==> src/rtl/intc_pkg.sv <==
package intc_pkg;
  localparam int DEV_N    = 15;
  localparam int DATA_W   = 32;
  localparam int LVL_W    = 4;
  localparam int LVL_N    = 1 << LVL_W;
  localparam int PROF_BIT = 15;
  localparam int ALL_BIT  = 31;
  localparam int PROF_LVL = 14;

  // device source index -> processor level
  function automatic logic [LVL_W-1:0] dev_level(input int idx);
    case (idx)
      0: return 4'd2;   1: return 4'd3;   2: return 4'd5;   3: return 4'd7;
      4: return 4'd9;   5: return 4'd11;  6: return 4'd13;  7: return 4'd4;
      8: return 4'd6;   9: return 4'd8;   10: return 4'd10; 11: return 4'd11;
      12: return 4'd12; 13: return 4'd12; 14: return 4'd13;
      default: return 4'd0;
    endcase
  endfunction
endpackage

==> src/rtl/intc_setclr_reg.sv <==
module intc_setclr_reg #(
  parameter int          W     = 32,
  parameter logic [W-1:0] RST_V = '0
) (
  input  logic         clk_i,
  input  logic         rst_ni,
  input  logic         set_i,
  input  logic         clr_i,
  input  logic [W-1:0] bits_i,
  output logic [W-1:0] q_o
);
  logic [W-1:0] q_d;

  always_comb begin
    q_d = q_o;
    if (set_i) q_d = q_d | bits_i;
    if (clr_i) q_d = q_d & ~bits_i;
  end

  always_ff @(posedge clk_i or negedge rst_ni)
    if (!rst_ni) q_o <= RST_V;
    else         q_o <= q_d;

  AST_SET_ONES: assert property (@(posedge clk_i) disable iff (!rst_ni)
    set_i |=> ((q_o & $past(bits_i)) == $past(bits_i)));
  AST_CLR_ONES: assert property (@(posedge clk_i) disable iff (!rst_ni)
    clr_i |=> ((q_o & $past(bits_i)) == '0));
  AST_ZERO_KEEP: assert property (@(posedge clk_i) disable iff (!rst_ni)
    (set_i || clr_i) |=> (((q_o ^ $past(q_o)) & ~$past(bits_i)) == '0));
  AST_IDLE_HOLD: assert property (@(posedge clk_i) disable iff (!rst_ni)
    (!set_i && !clr_i) |=> $stable(q_o));
endmodule

==> src/rtl/intc_lvl_enc.sv <==
module intc_lvl_enc
  import intc_pkg::*;
(
  input  logic             clk_i,
  input  logic             rst_ni,
  input  logic [LVL_N-1:0] req_i,
  output logic [LVL_W-1:0] lvl_o
);
  always_comb begin
    lvl_o = '0;
    for (int k = 1; k < LVL_N; k++)
      if (req_i[k]) lvl_o = LVL_W'(k);
  end

  AST_NONE_ZERO: assert property (@(posedge clk_i) disable iff (!rst_ni)
    (req_i[LVL_N-1:1] == '0) |-> (lvl_o == '0));
  AST_HIT_TOP: assert property (@(posedge clk_i) disable iff (!rst_ni)
    (lvl_o != '0) |-> (req_i[lvl_o] && ((req_i >> lvl_o) == 1)));
endmodule

==> src/rtl/intc_mp_irq_ctrl.sv <==
module intc_mp_irq_ctrl
  import intc_pkg::*;
#(
  parameter int NUM_CPU = 4
) (
  input  logic                     clk_i,
  input  logic                     rst_ni,
  input  logic [3:0]               addr_i,
  input  logic                     wr_i,
  input  logic [DATA_W-1:0]        wdata_i,
  output logic [DATA_W-1:0]        rdata_o,
  input  logic [DEV_N-1:0]         dev_src_i,
  input  logic [NUM_CPU-1:0]       prof_tick_i,
  output logic [NUM_CPU*LVL_W-1:0] irq_level_o
);
  localparam int TGT_W = (NUM_CPU > 1) ? $clog2(NUM_CPU) : 1;
  localparam logic [3:0] A_RAW = 4'd0, A_MSET = 4'd1, A_MCLR = 4'd2, A_TGT = 4'd3;
  localparam logic [3:0] A_SOFT = 4'd8;

  logic [DATA_W-1:0] mask_q;
  logic [TGT_W-1:0]  tgt_q;
  logic [LVL_N-1:0]  soft_q [NUM_CPU];
  logic [DEV_N-1:0]  dev_pend;
  logic [LVL_N-1:0]  dev_req;
  logic              prof_ok;

  intc_setclr_reg #(.W(DATA_W), .RST_V({DATA_W{1'b1}})) u_mask (
    .clk_i, .rst_ni,
    .set_i (wr_i && addr_i == A_MSET),
    .clr_i (wr_i && addr_i == A_MCLR),
    .bits_i(wdata_i),
    .q_o   (mask_q)
  );

  always_ff @(posedge clk_i or negedge rst_ni)
    if (!rst_ni)                     tgt_q <= '0;
    else if (wr_i && addr_i == A_TGT) tgt_q <= wdata_i[TGT_W-1:0];

  assign dev_pend = dev_src_i & ~mask_q[DEV_N-1:0] & {DEV_N{~mask_q[ALL_BIT]}};
  assign prof_ok  = ~mask_q[PROF_BIT] & ~mask_q[ALL_BIT];

  always_comb begin
    dev_req = '0;
    for (int i = 0; i < DEV_N; i++)
      if (dev_pend[i]) dev_req[dev_level(i)] = 1'b1;
  end

  for (genvar c = 0; c < NUM_CPU; c++) begin : g_cpu
    logic [LVL_N-1:0] req;

    intc_setclr_reg #(.W(LVL_N), .RST_V('0)) u_soft (
      .clk_i, .rst_ni,
      .set_i (wr_i && addr_i == A_SOFT + 4'(2*c)),
      .clr_i (wr_i && addr_i == A_SOFT + 4'(2*c+1)),
      .bits_i(wdata_i[LVL_N-1:0]),
      .q_o   (soft_q[c])
    );

    always_comb begin
      req = {soft_q[c][LVL_N-1:1], 1'b0};
      if (tgt_q == TGT_W'(c)) req = req | dev_req;
      if (prof_tick_i[c] && prof_ok) req[PROF_LVL] = 1'b1;
    end

    intc_lvl_enc u_enc (
      .clk_i, .rst_ni,
      .req_i(req),
      .lvl_o(irq_level_o[c*LVL_W +: LVL_W])
    );

    if (c > 0) begin : g_nt
      AST_SOFT_ONLY: assert property (@(posedge clk_i) disable iff (!rst_ni)
        (tgt_q != TGT_W'(c) && !prof_tick_i[c] && soft_q[c][LVL_N-1:1] == '0)
        |-> (irq_level_o[c*LVL_W +: LVL_W] == '0));
    end
  end

  always_comb begin
    rdata_o = '0;
    if (addr_i == A_RAW)                          rdata_o = DATA_W'(dev_src_i);
    else if (addr_i == A_MSET || addr_i == A_MCLR) rdata_o = mask_q;
    else if (addr_i == A_TGT)                     rdata_o = DATA_W'(tgt_q);
    else
      for (int c = 0; c < NUM_CPU; c++)
        if (addr_i[3:1] == 3'(4 + c)) rdata_o = DATA_W'(soft_q[c]);
  end

  logic soft_any;
  always_comb begin
    soft_any = 1'b0;
    for (int c = 0; c < NUM_CPU; c++) soft_any = soft_any | (|soft_q[c][LVL_N-1:1]);
  end

  AST_MASK_ALL_QUIET: assert property (@(posedge clk_i) disable iff (!rst_ni)
    (mask_q[ALL_BIT] && !soft_any) |-> (irq_level_o == '0));
  AST_RAW_WRITE_NOP: assert property (@(posedge clk_i) disable iff (!rst_ni)
    (wr_i && addr_i == A_RAW) |=> ($stable(mask_q) && $stable(tgt_q)));
endmodule

==> config.mk <==
export PLATFORM = sky130hd
export DESIGN_NAME = intc_mp_irq_ctrl
export DESIGN_NICKNAME = d
export VERILOG_FILES = /design/src/rtl/intc_pkg.sv /design/src/rtl/intc_setclr_reg.sv /design/src/rtl/intc_lvl_enc.sv /design/src/rtl/intc_mp_irq_ctrl.sv
export SDC_FILE = /design/constraint.sdc
export NUM_CORES = 1
export LEC_CHECK = 0
export BUFFER_PORTS_ARGS = -buffer_cell sky130_fd_sc_hd__buf_4
export CORE_UTILIZATION = 46
export DETAILED_ROUTE_END_ITERATION = 12
export PLACE_DENSITY = 0.65
export SYNTH_ARGS = -nofsm -noshare
export SYNTH_HDL_FRONTEND = slang
export SYNTH_SLANG_ARGS = --single-unit
==> constraint.sdc <==
create_clock -name clk_i -period 2.2 [get_ports clk_i]
set_input_delay 0.22 -clock clk_i [delete_from_list [all_inputs] [get_ports clk_i]]
set_output_delay 0.22 -clock clk_i [all_outputs]
set_load 0.02 [all_outputs]
Word level (Yosys, flattened, before mapping)
Cells that the tools add are included.
- register bits after elaboration: 98
- output and inout bits: 48
- word-level logic and storage cells: 268
- $lt $le $gt $ge: 30
- eq/ne operators: 18
- muxes and demuxes: 145
- bitwise operators: 36
- reductions and logical operators: 33
- operators with widths (cell ; count):
    16-bit two-way mux ; 28
    16-bit OR ; 22
    32-bit two-way mux ; 8
    4-bit two-way mux ; 47
    4-bit by 5-bit < comparator with 1-bit output (second input constant) ; 15
    16-bit AND ; 4
    1-bit demux with 4-bit select ; 15
    4-bit by 1-bit >= comparator with 1-bit output (second input constant) ; 15
    3-bit two-way mux ; 16
    32-bit AND ; 1
    4-bit == test (second input constant) ; 8
    32-bit NOT ; 1
    32-bit OR ; 1
    15-bit AND ; 2
    1-bit logical AND ; 30
    1-bit two-way mux ; 23
    2-bit two-way mux ; 8
    16-bit NOT ; 1
    15-bit NOT ; 1
    3-bit == test (second input constant) ; 4
    4-bit by 2-bit == test with 1-bit output (second input constant) ; 2
    2-bit == test (second input constant) ; 2
    4-bit by 1-bit == test with 1-bit output (second input constant) ; 1
    4-bit logical NOT ; 1
    5 further kinds ; 6

Longest topological paths before layout
- depth in word-level cells: 54
- mapped depth: 7

Cells and area by module
A second synthesis with hierarchy kept.
- cells, all modules: 605
- area, all modules: 6167.2 µm²
- by module, submodules not included (module ; times used ; cells each ; area each (µm²) ; seq. area each (µm²)):
    intc_setclr_reg at g_cpu[0].u_soft ... ; 4 ; 52 ; 686.9 ; 400.4
    intc_mp_irq_ctrl ; 1 ; 195 ; 1644.1 ; 50.0
    intc_setclr_reg at u_mask ; 1 ; 102 ; 1209.9 ; 840.8
    intc_lvl_enc ; 4 ; 25 ; 141.4 ; 0.0

Worst setup path after synthesis
No wires, ideal clock.
- kind: reg2out
- start point: register with a tool-made name
- end point: output irq_level_o[5]
- data arrival time: 1.802 ns
- required time: 1.980 ns
- slack: 0.178 ns
- stages on the path, launching flop included: 6
- path buffers: 2
- cell sequence: dfstp_2 buf_6 buf_4 a41oi_1 a211o_1 o31ai_1
- RTL lines (what ; line ; text):
    end: declaration ; intc_mp_irq_ctrl.sv:14 ; output logic [NUM_CPU*LVL_W-1:0] irq_level_o

==> summary.txt <==
Most common cell after layout, fill and taps aside - a21oi_1
Port bufs - 105
Avg WL per Cell - 23.4 um
CTS Sinks - 98
Tot GR Track Use - 35.8%
Commonest non-fill, non-tap cells in the layout - 211 x a21oi_1, 170 x buf_4, 61 x dfrtp_1
Final setup fails - 15
Share of cells above drive strength 1 - 41.9%
Syn Inst Count - 647
Boundary Pins - 106
RePlAce Congestion - 0.996
Setup_tns - -2690 ps
CP endpoint kind - primary output
Arr. time, crit path - 2260 ps
Register Area - 0.00250 mm^2
Chip height - 115 um
Max-Slew Margin vs Limit - 55.6%
Pwr Density - 971 mW/mm^2
RSZ-0062 raised after global routing - true
DRC Markers - 0
Number of global-route vias before repair - 6,198
Final Critical Period - 2480 ps
Num CTS Buffers - 9
Status - complete, but fails checks
Starting density of the core - 48.0%
Required @ worst endpoint - 1980 ps
Drt pass-1 iters - 8
Vias - 6,157
Leak - 3.55 nW
Failing checks - negative setup slack
Worst setup SP type - flop
Root Buffer - clkbuf_16
Top FF cell, synth - dfrtp_1
GRT overflow - 0
Vias/cell - 6.30
Total power - 7.99 mW
First-pass GRT wire length - 34.9 mm
Syn Std Cell Area - 0.00589 mm^2
Inserted Diodes - 0
Final-report hold violation count - 0
Worst skew pair latency - 350 ps
Min Hold Slack - 4.96 ps
Slew @ Worst Pin - 664 ps
Die width - 115 um
Avg Inst Size Synth - 9.10 um^2
Die ar. - 0.0133 mm^2
Clock buffer depth - 2
CP max FO - 5
Async S/R FF share, synth - 100%
Achievable Freq - 403 MHz
Final Net Count - 863
Worst setup path class - reg2out
CORE AREA - 0.0123 mm^2
Number of fill cells - 1,034
CTS clk-pin slew, worst paths - 70 ps
Antenna violations before repair - 0
Fin. max-slew vios - 0
Area growth syn-to-layout - 39.7%
Tcrit/Tclk final - 113%
Pin count of the biggest net entering global routing - 43
Maximum VDD drop - 0.000543 V
Area after DPL - 0.00721 mm^2
Final std cell area, no fill - 0.00823 mm^2
Multi-input gate area - 0.00346 mm^2
Rows - 40
Overall routed net length - 22.9 mm
Skew final - 0 ps
H-tree depth - 3
TritonCTS clock tree - done
Net Count, Synth - 705
Antenna-violating nets left - 0
MaxCap Viol Count - 0
Hold Crit Class - in2reg
Final HPWL DP - 16.2 mm
Initial DRC Count - 653
Sequential area share after synthesis - 42.3%
Final Worst Setup Slack - -280 ps
Yosys warns - 0
Post-synth cell types - 50
EDFF count, synth - 0
Flops & latches, synth - 98
layer usage:
| layer | share of wire, % | global-route usage (%) | up-vias |
|---|---|---|---|
| met5 | 0 | 0 | - |
| met4 | 3.0 | 16.9 | 0 |
| met3 | 8.9 | 6.75 | 53 |
| met2 | 48 | 58.1 | 353 |
| met1 | 40 | 46.5 | 3003 |
| li1 | - | - | 2748 |
cell families after synthesis:
| family | count (synthesis) | synth area share (%) |
|---|---|---|
| compound gates | 329 | 33.0 |
| simple gates | 118 | 11.2 |
| flops | 98 | 42.3 |
| buf+inv | 79 | 6.16 |
| mux | 22 | 7.22 |
| xor+xnor | 1 | 0.149 |
final cells by class:
type                            count  area share [%]
Clock inverter                      4           0.928
Timing Repair Buffer              201            19.9
Clock buffer                       12            3.00
Tap cell                          168            2.56
Multi-Input combinational cell    470            42.1
Sequential cell                    98            30.4
Inverter                           25            1.14
what timing repair did:
item                                    in CTS  in global routing
setup buffers                                7                  5
pin swaps                                   34                 21
hold endpoints to repair                    35                  0
cloned                                       1                  0
endpoints found under the setup margin      16                 17
hold buffers                                10                  0
resized for setup                           85                 27
Yosys cell counts (3+ instances only):
master	count	area share [%]
a21oi_1	220	19
dfrtp_1	66	28
dfstp_2	32	14
nor2_1	27	1.7
inv_1	25	1.6
a211oi_1	24	3.1
buf_2	23	2.0
nand2_1	21	1.3
clkbuf_1	20	1.3
and2_1	16	1.7
mux4_2	16	6.1
o21ai_0	14	1.2
a222oi_1	13	2.2
nand2b_1	12	1.3
nor2b_1	11	1.2
a211o_1	10	1.5
a21o_1	10	1.3
buf_4	8	1.0
o211ai_1	8	1.0
o21ai_1	7	0.59
a31oi_1	5	0.53
a221oi_1	4	0.59
mux2_2	4	0.76
nand3_1	4	0.34
nor3_1	4	0.34
a2111oi_0	3	0.45
nand4_1	3	0.32
nor3b_2	3	0.64
or2_2	3	0.32
where the power goes:
| group | leakage (nW) | switching (mW) | internal (mW) |
|---|---|---|---|
| sequential | 1.14 | 0.557 | 2.33 |
| combinational | 2.26 | 1.77 | 1.58 |
| clock | 0.153 | 0.727 | 1.03 |
| total | 3.55 | 3.05 | 4.94 |
stage by stage:
stage          worst slack [ps]  util [%]  instances
3_3_place_gp               -257      58.8        941
3_5_place_dp               -295      58.8        941
2_1_floorplan               178         -        647
5_1_grt                    -325      67.1        978
6_report                   -280      67.1        978
4_1_cts                    -225      65.9        973
path summary, 6_finish.rpt:
check / endpoint / slack [ps] / startpoint / cells past startpoint
min: flop / 5 / wdata_i[23] / 2
max: irq_level_o[2] / -280 / flop / 8
max in group asynchronous: asynchronous set/reset pin / 1070 / rst_ni / 3
max reg2reg: flop / 1130 / flop / 4
min in group asynchronous: asynchronous set/reset pin / 390 / rst_ni / 2
min reg2reg: flop / 520 / flop / 2
worst max-delay path: stages (launching register included):
cell      delay, ps
dfstp_2         540
nand2b_4        150
buf_6           130
nand3_4         110
buf_6           150
a211oi_4        220
nand2_1          90
o211ai_1        300
buf_4           210
Power figures use the tool's default switching activity.
